## src/rtl/fbuf_pkg.sv

```systemverilog
package fbuf_pkg;
  typedef enum logic [1:0] {
    ACC_IDLE  = 2'd0,
    ACC_READ  = 2'd1,
    ACC_WRITE = 2'd2,
    ACC_DROP  = 2'd3
  } acc_t;

  localparam logic [7:0] OP_READ  = 8'h20;
  localparam logic [7:0] OP_WRITE = 8'h60;
endpackage

```

## src/rtl/fbuf_edge_sync.sv

```systemverilog
// Brings SCLK, MOSI and chip select into the clk domain and flags SCLK edges.
module fbuf_edge_sync #(
  parameter int SYNC_STAGES = 2
) (
  input  logic clk,
  input  logic rst_n,
  input  logic sclk,
  input  logic mosi,
  input  logic csn,
  output logic sclk_rise,
  output logic sclk_fall,
  output logic mosi_q,
  output logic sel_on,
  output logic sel_start
);
  logic [SYNC_STAGES:0]   sck_p;
  logic [SYNC_STAGES:0]   cs_p;
  logic [SYNC_STAGES-1:0] mo_p;

  always_ff @(posedge clk) begin
    if (!rst_n) begin
      sck_p <= '0;
      cs_p  <= '1;
      mo_p  <= '0;
    end else begin
      sck_p <= {sck_p[SYNC_STAGES-1:0], sclk};
      cs_p  <= {cs_p[SYNC_STAGES-1:0], csn};
      mo_p  <= {mo_p[SYNC_STAGES-2:0], mosi};
    end
  end

  assign mosi_q    = mo_p[SYNC_STAGES-1];
  assign sel_on    = !cs_p[SYNC_STAGES-1];
  assign sel_start = !cs_p[SYNC_STAGES-1] && cs_p[SYNC_STAGES];
  assign sclk_rise = sel_on &&  sck_p[SYNC_STAGES-1] && !sck_p[SYNC_STAGES];
  assign sclk_fall = sel_on && !sck_p[SYNC_STAGES-1] &&  sck_p[SYNC_STAGES];
endmodule

```

## src/rtl/fbuf_shifter.sv

```systemverilog
// Byte framing: MOSI sampled on rising SCLK, MISO updated on falling SCLK.
module fbuf_shifter (
  input  logic       clk,
  input  logic       rst_n,
  input  logic       sel_on,
  input  logic       sel_start,
  input  logic       rise,
  input  logic       fall,
  input  logic       mosi,
  input  logic [7:0] first_byte,
  input  logic [7:0] next_byte,
  output logic       miso,
  output logic       byte_done,
  output logic [7:0] rx_byte
);
  logic [2:0] bit_cnt;
  logic [7:0] rx_sh;
  logic [7:0] tx_sh;

  always_ff @(posedge clk) begin
    if (!rst_n) begin
      bit_cnt   <= '0;
      rx_sh     <= '0;
      tx_sh     <= '0;
      byte_done <= 1'b0;
      rx_byte   <= '0;
    end else begin
      byte_done <= 1'b0;
      if (!sel_on) begin
        bit_cnt <= '0;
        tx_sh   <= '0;
      end else if (sel_start) begin
        bit_cnt <= '0;
        tx_sh   <= first_byte;
      end else begin
        if (rise) begin
          rx_sh   <= {rx_sh[6:0], mosi};
          bit_cnt <= bit_cnt + 3'd1;
          if (bit_cnt == 3'd7) begin
            byte_done <= 1'b1;
            rx_byte   <= {rx_sh[6:0], mosi};
          end
        end
        if (fall) begin
          tx_sh <= (bit_cnt == 3'd0) ? next_byte : {tx_sh[6:0], 1'b0};
        end
      end
    end
  end

  assign miso = tx_sh[7];

  // a completed byte is always the result of a detected rising SCLK edge
  p_done_after_rise_r2: assert property (@(posedge clk) disable iff (!rst_n)
    byte_done |-> $past(rise));

  // MISO falls quiet once the slave is deselected
  p_quiet_when_free_r10: assert property (@(posedge clk) disable iff (!rst_n)
    !sel_on |=> !miso);
endmodule

```

## src/rtl/fbuf_seq.sv

```systemverilog
// Access sequencer: command decode, byte index, buffer offsets, MISO byte select.
module fbuf_seq
  import fbuf_pkg::*;
#(
  parameter int ADDR_W = 7
) (
  input  logic              clk,
  input  logic              rst_n,
  input  logic              sel_on,
  input  logic              byte_done,
  input  logic [7:0]        rx_byte,
  input  logic [7:0]        lqi_in,
  input  logic [7:0]        ed_in,
  input  logic              crc_ok_in,
  input  logic [2:0]        trac_in,
  input  logic [7:0]        ram_rdata,
  output logic [7:0]        next_byte,
  output logic [ADDR_W-1:0] ram_raddr,
  output logic              ram_we,
  output logic [ADDR_W-1:0] ram_waddr,
  output logic [7:0]        ram_wdata
);
  localparam int              IDX_W    = ADDR_W + 2;
  localparam logic [IDX_W-1:0] IDX_MAX = '1;
  localparam logic [7:0]      LEN_MASK = 8'((1 << ADDR_W) - 1);

  acc_t              mode;
  logic [IDX_W-1:0]  idx;
  logic [ADDR_W-1:0] len;
  logic [7:0]        sh_lqi, sh_ed, sh_stat;
  logic [IDX_W-1:0]  len_x;
  logic [IDX_W-1:0]  idx_m1;

  assign len_x     = IDX_W'(len);
  assign idx_m1    = idx - IDX_W'(1);
  assign ram_raddr = idx_m1[ADDR_W-1:0];

  always_ff @(posedge clk) begin
    if (!rst_n) begin
      mode      <= ACC_IDLE;
      idx       <= '0;
      len       <= '0;
      sh_lqi    <= '0;
      sh_ed     <= '0;
      sh_stat   <= '0;
      ram_we    <= 1'b0;
      ram_waddr <= '0;
      ram_wdata <= '0;
    end else begin
      ram_we <= 1'b0;
      if (!sel_on) begin
        mode <= ACC_IDLE;
        idx  <= '0;
      end else if (byte_done) begin
        if (idx != IDX_MAX) idx <= idx + IDX_W'(1);
        if (idx == '0) begin
          case (rx_byte)
            OP_READ: begin
              mode    <= ACC_READ;
              sh_lqi  <= lqi_in;
              sh_ed   <= ed_in;
              sh_stat <= {crc_ok_in, trac_in, 4'b0000};
            end
            OP_WRITE: mode <= ACC_WRITE;
            default:  mode <= ACC_DROP;
          endcase
        end else if (mode == ACC_READ && idx == IDX_W'(1)) begin
          len <= ram_rdata[ADDR_W-1:0];
        end else if (mode == ACC_WRITE) begin
          if (idx == IDX_W'(1)) begin
            len       <= rx_byte[ADDR_W-1:0];
            ram_we    <= 1'b1;
            ram_waddr <= '0;
            ram_wdata <= rx_byte & LEN_MASK;
          end else if (idx <= len_x + IDX_W'(1)) begin
            ram_we    <= 1'b1;
            ram_waddr <= idx_m1[ADDR_W-1:0];
            ram_wdata <= rx_byte;
          end
        end
      end
    end
  end

  always_comb begin
    next_byte = 8'h00;
    if (mode == ACC_READ) begin
      if (idx == IDX_W'(1))                              next_byte = ram_rdata & LEN_MASK;
      else if (idx >= IDX_W'(2) && idx <= len_x + IDX_W'(1)) next_byte = ram_rdata;
      else if (idx == len_x + IDX_W'(2))                 next_byte = sh_lqi;
      else if (idx == len_x + IDX_W'(3))                 next_byte = sh_ed;
      else if (idx == len_x + IDX_W'(4))                 next_byte = sh_stat;
    end
  end

  // buffer writes come only from a decoded write burst
  p_write_mode_only_r1: assert property (@(posedge clk) disable iff (!rst_n)
    ram_we |-> $past(mode) == ACC_WRITE);

  // no write lands beyond the stored length
  p_write_in_range_r8: assert property (@(posedge clk) disable iff (!rst_n)
    ram_we |-> ram_waddr <= len);

  // the stored length never carries bit 7
  p_len_bit7_r7: assert property (@(posedge clk) disable iff (!rst_n)
    (ram_we && ram_waddr == '0) |-> !ram_wdata[7]);

  // trailer shadows hold for the whole read burst
  p_shadow_hold_r6: assert property (@(posedge clk) disable iff (!rst_n)
    (mode == ACC_READ && $past(mode) == ACC_READ) |->
      ($stable(sh_lqi) && $stable(sh_ed) && $stable(sh_stat)));

  // deselection restarts the byte index
  p_restart_r9: assert property (@(posedge clk) disable iff (!rst_n)
    !sel_on |=> idx == '0);
endmodule

```

## src/rtl/fbuf_spi_slave.sv

```systemverilog
module fbuf_spi_slave #(
  parameter int ADDR_W      = 7,
  parameter int SYNC_STAGES = 2
) (
  input  logic              clk,
  input  logic              rst_n,
  input  logic              spi_sclk,
  input  logic              spi_mosi,
  input  logic              spi_csn,
  output logic              spi_miso,
  input  logic [7:0]        phy_status,
  input  logic [7:0]        lqi_in,
  input  logic [7:0]        ed_in,
  input  logic              crc_ok_in,
  input  logic [2:0]        trac_in,
  output logic [ADDR_W-1:0] ram_raddr,
  input  logic [7:0]        ram_rdata,
  output logic              ram_we,
  output logic [ADDR_W-1:0] ram_waddr,
  output logic [7:0]        ram_wdata
);
  logic       rise, fall, mosi_q, sel_on, sel_start;
  logic       byte_done;
  logic [7:0] rx_byte, next_byte;

  fbuf_edge_sync #(.SYNC_STAGES(SYNC_STAGES)) u_sync (
    .clk(clk), .rst_n(rst_n),
    .sclk(spi_sclk), .mosi(spi_mosi), .csn(spi_csn),
    .sclk_rise(rise), .sclk_fall(fall), .mosi_q(mosi_q),
    .sel_on(sel_on), .sel_start(sel_start)
  );

  fbuf_shifter u_shift (
    .clk(clk), .rst_n(rst_n),
    .sel_on(sel_on), .sel_start(sel_start),
    .rise(rise), .fall(fall), .mosi(mosi_q),
    .first_byte(phy_status), .next_byte(next_byte),
    .miso(spi_miso), .byte_done(byte_done), .rx_byte(rx_byte)
  );

  fbuf_seq #(.ADDR_W(ADDR_W)) u_seq (
    .clk(clk), .rst_n(rst_n),
    .sel_on(sel_on), .byte_done(byte_done), .rx_byte(rx_byte),
    .lqi_in(lqi_in), .ed_in(ed_in), .crc_ok_in(crc_ok_in), .trac_in(trac_in),
    .ram_rdata(ram_rdata), .next_byte(next_byte),
    .ram_raddr(ram_raddr), .ram_we(ram_we),
    .ram_waddr(ram_waddr), .ram_wdata(ram_wdata)
  );
endmodule

```

## config.mk

```make
export PLATFORM = sky130hd
export DESIGN_NAME = fbuf_spi_slave
export DESIGN_NICKNAME = d
export VERILOG_FILES = /design/src/rtl/fbuf_pkg.sv /design/src/rtl/fbuf_edge_sync.sv /design/src/rtl/fbuf_shifter.sv /design/src/rtl/fbuf_seq.sv /design/src/rtl/fbuf_spi_slave.sv
export SDC_FILE = /design/constraint.sdc
export NUM_CORES = 1
export LEC_CHECK = 0
export ABC_AREA = 1
export BUFFER_PORTS_ARGS = -buffer_cell sky130_fd_sc_hd__clkbuf_2
export CAP_MARGIN = 5
export CORE_UTILIZATION = 47
export CTS_CLUSTER_DIAMETER = 40
export DETAILED_ROUTE_END_ITERATION = 10
export HOLD_SLACK_MARGIN = 0.08
export PLACE_DENSITY = 0.63
export SYNTH_ARGS = -nofsm -noshare
export SYNTH_HDL_FRONTEND = slang
export SYNTH_SLANG_ARGS = --single-unit
```

## constraint.sdc

```tcl
create_clock -name clk -period 4.4 [get_ports clk]
set_input_delay 0.88 -clock clk [delete_from_list [all_inputs] [get_ports clk]]
set_output_delay 0.88 -clock clk [all_outputs]
set_load 0.01 [all_outputs]
```

Word-level counts from Yosys, hierarchy flattened
Cells that the tools add are included.
{ "totals": {"regBits": 89} }
{ "op_classes": {"n_addsub": 7, "magnitude_cmp": 2, "eq_ne": 10, "muxes": 20, "bitwise_logic": 8, "n_reduce_logical": 27} }
{ "op_table": {"columns": ["cell", "n"], "rows": [
  ["$mux W8", 11],
  ["$mux W7", 5],
  ["$eq A9 B8 Y1", 3],
  ["$add A7 B2 Y8 const B", 2],
  ["$add A9 B1 Y9 const B", 1],
  ["$eq A9 B1 Y1 const B", 1],
  ["$ge A9 B2 Y1 const B", 1],
  ["$le A9 B8 Y1", 1],
  ["$logic_not A9 Y1", 1],
  ["$ne A9 B9 Y1 const B", 1],
  ["$add A7 B1 Y8 const B", 1],
  ["$add A7 B3 Y8 const B", 1],
  ["$eq A8 B6 Y1 const B", 1],
  ["$eq A8 B7 Y1 const B", 1],
  ["$not A1 Y1", 8],
  ["$reduce_and A4 Y1", 2],
  ["$reduce_bool A2 Y1", 4],
  ["$logic_and A1 B1 Y1", 7],
  ["$sub A7 B1 Y7 const B", 1],
  ["$reduce_and A6 Y1", 1],
  ["$reduce_or A6 Y1", 1],
  ["$reduce_and A5 Y1", 1],
  ["$pmux W2 S2", 1],
  ["$reduce_and A2 Y1", 2],
  ["other kinds (11)", 15]
]} }

Longest topological paths before layout
Gate-level depths: netlist of run 1.
{ "depth": {"word_depth": 11, "mapped_depth": 17, "ltp_nobuf": 17} }

Modules after synthesis
From an unflattened synthesis of run 1, not the netlist that was laid out.
{ "hier_totals": {"cells_unflattened": 800, "hier_area_um2": 5292.6} }
{ "by_module_without_submodules": {"columns": ["module", "n_inst", "cells_per_inst", "area_per_inst_um2", "seq_area_each_um2"], "rows": [
  ["fbuf_seq", 1, 599, 3791.1, 1081.0],
  ["fbuf_shifter", 1, 170, 1253.7, 540.5],
  ["fbuf_edge_sync", 1, 31, 247.7, 160.2]
]} }

Least setup slack after synthesis of run 1
Ideal clock, no wire load.
{ "synth_path": {"path_type": "reg-to-reg", "startpoint": "reg u_seq.len[2]", "endpoint": "reg u_shift.tx_sh[3]", "setup_time_ns": 0.070, "t_arrival_ns": 2.355, "t_required_ns": 4.330, "setup_slack_ns": 1.975, "stages_incl_launch_ff": 17, "n_path_buf": 0, "period_less_slack_ns": 2.425, "cell_sequence": "dfxtp_1 > ha_1 > nand2_2 > nor2_2 > nand2_1 > xor2_1 > ha_1 > nand2_1 > nor2_1 > nand3b_1 > nand3_1 > nand2_1 > nand2_1 > nand2_1 > a21oi_1 > nand2_1 > a21oi_1"} }
{ "synth_via": {"elab_chain_len": 10, "word_cells_on_any_way": 15, "cone_classes": "add/sub (3); order compare (1); eq/ne (2); mux (8); reduce/logical (1)"} }
{ "synth_lines": {"columns": ["element", "line", "source"], "rows": [
  ["start: declaration", "fbuf_seq.sv:29", "logic [ADDR_W-1:0] len;"],
  ["start signal: assignment", "fbuf_seq.sv:68", "len <= ram_rdata[ADDR_W-1:0];"],
  ["start signal: assignment", "fbuf_seq.sv:71", "len <= rx_byte[ADDR_W-1:0];"],
  ["parallel branches: the longest is 4 deep, another holds $le A9 B8 Y1", null, null],
  ["$mux W8 *", "fbuf_seq.sv:89", "else if (idx >= IDX_W'(2) && idx <= len_x + IDX_W'(1)) next_byte = ram_rdata;"],
  ["$mux W8 *", "fbuf_seq.sv:88", "if (idx == IDX_W'(1)) next_byte = ram_rdata & LEN_MASK;"],
  ["$mux W8 *", "fbuf_seq.sv:87", "if (mode == ACC_READ) begin"],
  ["$mux W8 *", "fbuf_shifter.sv:45", "tx_sh <= (bit_cnt == 3'd0) ? next_byte : {tx_sh[6:0], 1'b0};"],
  ["$mux W8 *", "fbuf_shifter.sv:44", "if (fall) begin"],
  ["$mux W8 *", "fbuf_shifter.sv:32", "end else if (sel_start) begin"],
  ["end signal: assignment", "fbuf_shifter.sv:34", "tx_sh <= first_byte;"],
  ["end signal: assignment", "fbuf_shifter.sv:45", null],
  ["end: declaration", "fbuf_shifter.sv:18", "logic [7:0] tx_sh;"]
]} }
Mark *: on every way between the ends. The select of a mux whose other input is x is not followed.
A chain may end at the register's enable or synchronous reset.

Final worst setup path of run 1
{ "layout_path": {"startpoint": "reg u_seq.len[2]", "endpoint": "reg u_shift.tx_sh[5]"} }
{ "layout_via": {"elab_chain_len": 11, "word_cells_on_any_way": 18, "cone_classes": "add/sub (4); order compare (1); eq/ne (3); mux (9); reduce/logical (1)"} }
{ "layout_lines": {"columns": ["element", "line"], "rows": [
  ["parallel branches: the longest is 5 deep, another holds $le A9 B8 Y1", null],
  ["$mux W8 *", "fbuf_seq.sv:89"],
  ["$mux W8 *", "fbuf_seq.sv:88"],
  ["$mux W8 *", "fbuf_seq.sv:87"],
  ["$mux W8 *", "fbuf_shifter.sv:45"],
  ["$mux W8 *", "fbuf_shifter.sv:44"],
  ["$mux W8 *", "fbuf_shifter.sv:32"]
]} }
Marked as above.

==> metrics.cfg, run 1 <==
[status]
outcome=finished clean

[floorplan]
die-area_um2=11000
coreArea_um2=10300
initial_core_util=0.483
die_w_um=105
row_count=37
ios=65
die_h_um=105

[cts]
cts_setup_buffers=0
cts_buffers=9
insertion_delay_ps=380
cts_root_buf=clkbuf_8
tritoncts=built
cts_num_sinks=89
hold_buffers=0
clk_pin_slew_ps=90
cts-htree-levels=3
cts-resized-gates=0
cts_buffer_depth=2

[yosys]
synthDistinctLibCells=52
ys_seq_area_frac=0.359
yosysMostFrequentCell=nand2_1
synth-seq-cells=89
netlist_area_um2=4960
synth-edff-count=0
yosys.area.top_type_share=0.359
synth_cells=668
yosysWarnings=0
syn_area_per_cell_um2=7.43
synth_top_cell_by_area=dfxtp_1
synth_ff_type=dfxtp_1
synth_area_leaders=dfxtp_1, nand2_1, ha_1
synth_top_cells_by_count=nand2_1, dfxtp_1, nor2_1
synth_nets=731
async_flop_share=0

[timing]
timing.fmax_mhz=342
finalCritPeriodShare=0.664
fin_ws_ps=1480
period_needed_ps=2920
slew-limit-headroom=0.280
fin_setup_tns_ps=0
rsz0062_at_grt=false
skew_ps=12.3
maxSlewViolCount=0
hold_viol_final=0
worstMarginPinSlew_ps=1080
setup_viol=0

[placed_design]
hpwl_um=9920
dp_worst_setup_slack_ps=1550
port-buffer-count=64
gp_congestion=0.880
placed_cells=846

[hold_path]
hp-class=reg2reg

[routing]
vias=4644
drtAntennaViolNets=0
drc=0
route.detailed.wl_per_inst_um=15.2
drtPass1Iterations=5
viasPerCell=5.39
drtIter0Drc=312
wirelength_um=13100

[finish]
n_fill_cell=1054
multi_input_area_um2=2740
synthToLayoutAreaGrowth_pct=11.9
drive_gt1_frac=0.193
final_nets=784
register_area_um2=1780
fin_cells=862
antennaDiodeCount=0

[critical_path]
rrSetupSlack_ps=1480
arrival_ps=3220
endpoint_kind=register
startpoint_type=register
r2r_end=u_shift.tx_sh[5]$_SDFFE_PP0P_
cp_max_fo=8
timing.rr.start=u_seq.len[2]$_SDFFE_PN0P_
required_ps=4700
crit_path_end=u_shift.tx_sh[5]$_SDFFE_PP0P_
cp-startpoint=u_seq.len[2]$_SDFFE_PN0P_
reg2regPathDepth=16
crit_type=reg2reg

[global_route]
first_global_vias=4423
overflow=0
antenna_found_initial=0
grt_pass1_wl_um=21800
grt_use_total=0.252
grt_max_degree=57

[power]
powerDensity_nw_per_um2=271
leakagePower_nw=2.48
ir_worst_vdd_uv=152

[run]
cap_violations=0

-- cell type report --
cell class,instances,share of cell area
tap,136,0.0307
multi-input combinational,478,0.494
inverter,76,0.0518
clock buffer,9,0.0223
sequential,89,0.321
timing repair buffer,67,0.0618
clock inverter,7,0.0185
-- per-layer routing --
| metal | part of all wire | wire length [µm] | global-route usage | up-vias |
|---|---|---|---|---|
| met4 | 0.020 | 258 | 0.0926 | 0 |
| met3 | 0.042 | 552 | 0.0343 | 15 |
| met2 | 0.46 | 6100 | 0.410 | 113 |
| met5 | 0 | 0 | 0 | - |
| met1 | 0.47 | 6230 | 0.340 | 2157 |
| li1 | - | - | - | 2359 |
-- power breakdown --
part           leakage (nW)  internal (W)  switching [W]
combinational          1.65     0.0000181      0.0000244
clock                 0.116      0.000327       0.000320
sequential            0.718      0.000808     0.00000475
-- cell families after synthesis --
logic type,after synthesis,synth area share
AND/OR/NAND/NOR,303,0.293
adder cells (fa/ha/maj),22,0.0555
flip-flops,89,0.359
XOR/XNOR,17,0.0315
buffers and inverters,101,0.0895
AO/OA/AOI/OAI,136,0.171
-- layout by cell type (no fill, tap or decap), types with 2 or more instances in the layout --
cell type,synthesis,routed
o21ai_0,51,51
inv_1,60,60
o221a_2,2,2
o31ai_2,3,3
clkinv_4,0,2
nand3_1,35,35
nand2_1,124,124
xnor2_1,4,4
nand2_2,5,5
nor2_2,3,3
o221ai_1,7,7
a21oi_4,2,2
nor4_1,22,21
inv_2,12,12
a211oi_1,2,2
dfxtp_1,89,89
clkbuf_8,0,9
a21oi_2,2,2
nor2_4,5,5
a21oi_1,40,40
xor2_1,12,12
ha_1,22,22
a211oi_2,7,7
clkinv_1,3,3
nor4_2,1,2
or2_2,2,2
clkbuf_2,0,64
nor2_1,69,69
a31oi_1,2,2
bufinv_16,0,2
buf_4,1,3
nand4_1,18,18
nand2_4,2,2
nor3_1,8,8
o21ai_1,13,13
-- critical path, stage by stage, from the launching register on --
cell	delay, ps
dfxtp_1	510
ha_1	240
nand2_2	130
nor2_2	170
nand2_1	80
xor2_1	160
ha_1	300
nand2_1	70
nor2_1	140
nand3b_1	90
nand3_1	120
nand2_1	130
nand2_1	130
nand2_1	180
a21oi_1	180
nand2_1	80
a21oi_1	120
-- sequential cells by signal, indices dropped and copies added, names as in the netlist, 3 cells and up --
signal           cells
u_seq.sh_stat        4
u_sync.sck_p         3
u_shift.bit_cnt      3
u_shift.rx_byte      8
u_sync.cs_p          3
u_seq.ram_waddr      7
u_seq.ram_wdata      8
u_seq.sh_ed          8
u_seq.idx            9
u_shift.rx_sh        7
u_shift.tx_sh        8
u_seq.len            7
u_seq.sh_lqi         8
-- per-stage QoR --
| step | hold slack [ps] | instance area (µm²) | total power (W) | utilization |
|---|---|---|---|---|
| floorplan | 390 | 4960 | 0.000850 | - |
| global placement | 396 | 5330 | 0.000873 | 0.518 |
| detailed placement | 402 | 5330 | 0.000874 | 0.518 |
| CTS | 426 | 5550 | 0.00152 | 0.540 |
| global route | 447 | 5550 | 0.00156 | 0.540 |
| finish | 424 | 5550 | 0.00150 | 0.540 |
-- worst min path at each step --
stage / from / end / cells after the start / slack (ps)
finish: u_sync.mo_p[0]$_SDFF_PN0_ / u_sync.mo_p[1]$_SDFF_PN0_ / 2 / 420
global route: u_sync.cs_p[0]$_SDFF_PN1_ / u_sync.cs_p[1]$_SDFF_PN1_ / 1 / 450
CTS: u_sync.cs_p[0]$_SDFF_PN1_ / u_sync.cs_p[1]$_SDFF_PN1_ / 1 / 430
detailed placement: u_sync.cs_p[0]$_SDFF_PN1_ / u_sync.cs_p[1]$_SDFF_PN1_ / 1 / 400
global placement: u_sync.mo_p[0]$_SDFF_PN0_ / u_sync.mo_p[1]$_SDFF_PN0_ / 2 / 400
floorplan: u_sync.mo_p[0]$_SDFF_PN0_ / u_sync.mo_p[1]$_SDFF_PN0_ / 2 / 390
Note: power is estimated with default switching activity, not from simulation.
==> run 2: changes to the inputs <==
Settings changed: PLACE_DENSITY 0.63 to 0.66.
Clock period 4.4 ns to 2.4 ns, I/O delays scaled along.
==> metrics.cfg, run 2 (synthesized netlist as in run 1, its figures left out) <==
[routing]
route.detailed.wl_per_inst_um=14.8
viasPerCell=5.37
drc=0
drtIter0Drc=267
drtPass1Iterations=4
wirelength_um=13200
drtAntennaViolNets=0
vias=4770

[finish]
final_common_cell=nand2_1
antennaDiodeCount=0
largest_register=u_seq.idx
synthToLayoutAreaGrowth_pct=18.9
largest_reg_flops=9
postLayoutCoreUtil=0.574
fin_cells=889
final_cell_mix=nand2_1, dfxtp_1, clkbuf_2
drive_gt1_frac=0.262
final_nets=812

[run]
cap_violations=0

[hold_path]
hp-class=in2reg

[timing]
skew_ps=9.48
period_needed_ps=2320
slew-limit-headroom=0.630
maxSlewViolCount=0
setup_viol=0
hold_ws_ps=297
timing.fmax_mhz=432
rsz0062_at_grt=true
fin_setup_tns_ps=0
finalCritPeriodShare=0.965
hold_viol_final=0
worstMarginPinSlew_ps=555
fin_ws_ps=83.9

[critical_path]
arrival_ps=2590
endpoint_kind=register
crit_type=reg2reg
cp_max_fo=9
startpoint_type=register
required_ps=2680

[floorplan]
die_w_um=105
ios=65
die_h_um=105
die-area_um2=11000
coreArea_um2=10300
initial_core_util=0.483
row_count=37

[global_route]
grt_max_degree=56
overflow=0
grt_pass1_wl_um=21500
first_global_vias=4503
antenna_found_initial=0
grt_use_total=0.245

[power]
powerDensity_nw_per_um2=450
ir_worst_vdd_uv=329
leakagePower_nw=2.65

[placed_design]
placed_cells=871
hpwl_um=9960
dp_worst_setup_slack_ps=-82.2
port-buffer-count=64
gp_congestion=0.890

[cts]
hold_buffers=0
cts_buffers=9
insertion_delay_ps=360
cts_root_buf=clkbuf_8
tritoncts=built
cts-htree-levels=3
clk_pin_slew_ps=90
cts_num_sinks=89
cts_buffer_depth=2

[status]
outcome=finished clean

-- run 2: changes by cell type in the layout (fill, tap and decap cells not counted), moves of 5 or more --
cell / before / now
buf_4: 3 / 28
dfxtp_1: 89 / 83
dfxtp_2: 0 / 5
nand2_1: 124 / 118
nand2_4: 2 / 7
nor2_1: 69 / 62
nor2_2: 3 / 8
o21ai_0: 51 / 43
o21ai_1: 13 / 18
-- run 2: critical path, cell delays in order (launching register included) --
cell     delay, ps
dfxtp_1        380
ha_1           290
nand2_2         80
xor2_1         140
ha_1           340
a21oi_2        150
o21a_1         150
nand3_2        120
nand3_2        120
nand2_4        100
inv_8          110
nand2_8         80
o31ai_2        180
-- run 2: metal layers --
layer  global-route usage  routed length, µm
met4               0.0775                259
met1                0.327               6160
met5                    0                  0
met3               0.0468                588
met2                0.399               6160
-- run 2: timing repair --
| action | CTS | global route |
|---|---|---|
| hold endpoints to repair | 0 | 0 |
| setup buffers | 0 | 1 |
| pin swaps | 1 | 21 |
| gates cloned | 0 | 2 |
| gates resized for setup | 4 | 51 |
| setup endpoints to repair | 10 | 24 |
-- run 2: per-stage QoR --
step | total power (W) | cell area (µm²)
2_1_floorplan | 0.00156 | 4960
3_3_place_gp | 0.00160 | 5510
3_5_place_dp | 0.00160 | 5510
4_1_cts | 0.00267 | 5730
5_1_grt | 0.00275 | 5900
6_report | 0.00265 | 5900
-- run 2: path summary, 6_finish.rpt --
kind / startpoint / endpoint / slack, ps / cells after the start
setup / recovery: u_seq.len[0]$_SDFFE_PN0P_ / u_seq.ram_wdata[7]$_SDFFE_PN0P_ / 80 / 12
hold / removal: spi_mosi / u_sync.mo_p[0]$_SDFF_PN0_ / 300 / 3
setup reg to reg: u_seq.len[0]$_SDFFE_PN0P_ / u_seq.ram_wdata[7]$_SDFFE_PN0P_ / 80 / 12
hold reg to reg: u_sync.cs_p[0]$_SDFF_PN1_ / u_sync.cs_p[1]$_SDFF_PN1_ / 420 / 1
-- run 2: cell type report --
class,instances,area (µm²)
tap,136,170
sequential,89,1790
fill,1013,4380
timing repair buffer,94,553
inverter,76,295
timing repair inverter,1,6.26
multi-input combinational,478,2880
clock inverter,5,63.8
clock buffer,10,138
-- run 2: where the power goes --
group	internal, W	switching [W]
clock	0.000516	0.000566
combinational	0.0000344	0.0000525
sequential	0.00148	0.00000384
total	0.00203	0.000622
==> run 3: changes to the inputs <==
Settings changed: CTS_BUF_LIST set to sky130_fd_sc_hd__clkbuf_4.
==> metrics.cfg, run 3 (synthesized netlist as in run 1, its figures left out) <==
[floorplan]
ios=65
coreArea_um2=10300
die_h_um=105
die-area_um2=11000
row_count=37
initial_core_util=0.483
die_w_um=105

[timing]
period_needed_ps=2340
rsz0062_at_grt=true
skew_ps=6.51
timing.fmax_mhz=427
worstMarginPinSlew_ps=535
maxSlewViolCount=0
setup_viol=0
hold_viol_final=0
fin_ws_ps=59.1
hold_ws_ps=211
finalCritPeriodShare=0.975
slew-limit-headroom=0.643

[routing]
wl_met3_um=683
wl_met1_um=6060
vias=4762
wirelength_um=13200
drtAntennaViolNets=0
viasPerCell=5.36
top_layer=met4
route.detailed.wl_per_inst_um=14.8
drtPass1Iterations=4
drc=0
drtIter0Drc=242
wl_met2_um=6020

[finish]
final_design_area_no_fill_um2=5840
largest_reg_flops=9
final_nets=812
postLayoutCoreUtil=0.569
register_area_um2=1790
drive_gt1_frac=0.262
n_fill_cell=1027
final_common_cell=nand2_1
antennaDiodeCount=0
largest_register=u_seq.idx
synthToLayoutAreaGrowth_pct=17.8
multi_input_area_um2=2900
final_cell_mix=nand2_1, dfxtp_1, clkbuf_2

[power]
ir_worst_vdd_uv=300
seqPwrFrac=0.611
power_frac_comb=0.035
internal-power_w=0.00184
switchingPower_w=0.000596
leakagePower_nw=2.62
p_sw_frac=0.245
clockPowerShare=0.354
powerDensity_nw_per_um2=416
power_w=0.00243

[hold_path]
hp-class=in2reg
hold_depth=3
holdPathEnd=u_sync.mo_p[0]$_SDFF_PN0_
hold_start=spi_mosi

[cts]
cts_buffers=9
cts_num_sinks=89
cts-htree-levels=3
cts_buffer_depth=2
tritoncts=built
clk_pin_slew_ps=140
insertion_delay_ps=440
cts_root_buf=clkbuf_4

[critical_path]
reg2regPathDepth=15
required_ps=2740
r2r_end=u_shift.tx_sh[2]$_SDFFE_PP0P_
timing.rr.start=u_seq.len[3]$_SDFFE_PN0P_
rrSetupSlack_ps=60
crit_type=reg2reg
startpoint_type=register
cp_max_fo=7
endpoint_kind=register
arrival_ps=2680

[global_route]
grt_pass1_wl_um=21600
grt_max_degree=56
overflow=0
antenna_found_initial=0
grt_use_total=0.246
first_global_vias=4529

[status]
outcome=finished clean

[placed_design]
hpwl_um=9960
dp_worst_setup_slack_ps=-82.2
gp_congestion=0.890
post_dp_cell_area_um2=5510
port-buffer-count=64

[run]
cap_violations=0

==> run 3: power by group through the flow <==
| stage | logic [W] | clock network [W] | registers (W) |
|---|---|---|---|
| 2_1_floorplan | 0.0000391 | 0 | 0.00152 |
| 3_3_place_gp | 0.0000828 | 0 | 0.00152 |
| 3_5_place_dp | 0.0000837 | 0 | 0.00152 |
| 4_1_cts | 0.0000844 | 0.000887 | 0.00149 |
| 5_1_grt | 0.0000963 | 0.000950 | 0.00149 |
| 6_report | 0.0000863 | 0.000861 | 0.00149 |
==> run 3: timing repair <==
action	in CTS	in global routing
pin swaps	0	17
endpoints found under the setup margin	13	25
buffers inserted	0	1
hold buffers	0	0
gates cloned	0	2
gates resized for setup	6	49
==> run 3: layout make-up <==
| class | instances | area share |
|---|---|---|
| Tap cell | 136 | 0.0291 |
| Sequential cell | 89 | 0.307 |
| Inverter | 76 | 0.0505 |
| Multi-Input combinational cell | 478 | 0.495 |
| Timing Repair Buffer | 94 | 0.0942 |
| Timing Repair inverter | 1 | 0.00107 |
| Clock buffer | 9 | 0.0116 |
| Clock inverter | 6 | 0.0116 |
==> run 3: routing by layer <==
| layer | track usage | vias to the layer above |
|---|---|---|
| li1 | - | 2418 |
| met1 | 0.329 | 2189 |
| met2 | 0.395 | 119 |
| met3 | 0.0487 | 36 |
| met4 | 0.0865 | 0 |
| met5 | 0 | - |
==> run 3: how the worst max path moves through the flow <==
stage,start,to,slack [ps],cells after the start
3_3_place_gp,u_seq.len[2]$_SDFFE_PN0P_,u_shift.tx_sh[0]$_SDFFE_PP0P_,30,16
6_report,u_seq.len[3]$_SDFFE_PN0P_,u_shift.tx_sh[2]$_SDFFE_PP0P_,60,15
4_1_cts,u_seq.len[2]$_SDFFE_PN0P_,u_shift.tx_sh[7]$_SDFFE_PP0P_,20,16
2_1_floorplan,u_seq.len[3]$_SDFFE_PN0P_,u_shift.tx_sh[3]$_SDFFE_PP0P_,7,16
5_1_grt,u_seq.len[2]$_SDFFE_PN0P_,u_shift.tx_sh[6]$_SDFFE_PP0P_,-50,15
3_5_place_dp,u_seq.len[3]$_SDFFE_PN0P_,u_shift.tx_sh[0]$_SDFFE_PP0P_,-80,16
==> run 3: critical path, stage by stage (launching register included) <==
cell      delay, ps
dfxtp_2         390
ha_4            150
nand2_4          60
nor2_4          120
nand2_2          50
xor2_1          140
ha_1            330
nand2_2          80
nor2_2          110
nand3b_1        100
nand3_2         120
nand2_4          80
a21oi_4         230
nand2_1         140
nand3_2          80
a21oi_2          40
==> run 3: metrics by stage <==
step | instances | setup TNS [ps]
after floorplan | 668 | 0
after global placement | 871 | 0
after detailed placement | 871 | -450
after CTS | 886 | 0
after global routing | 889 | -467
final | 889 | 0
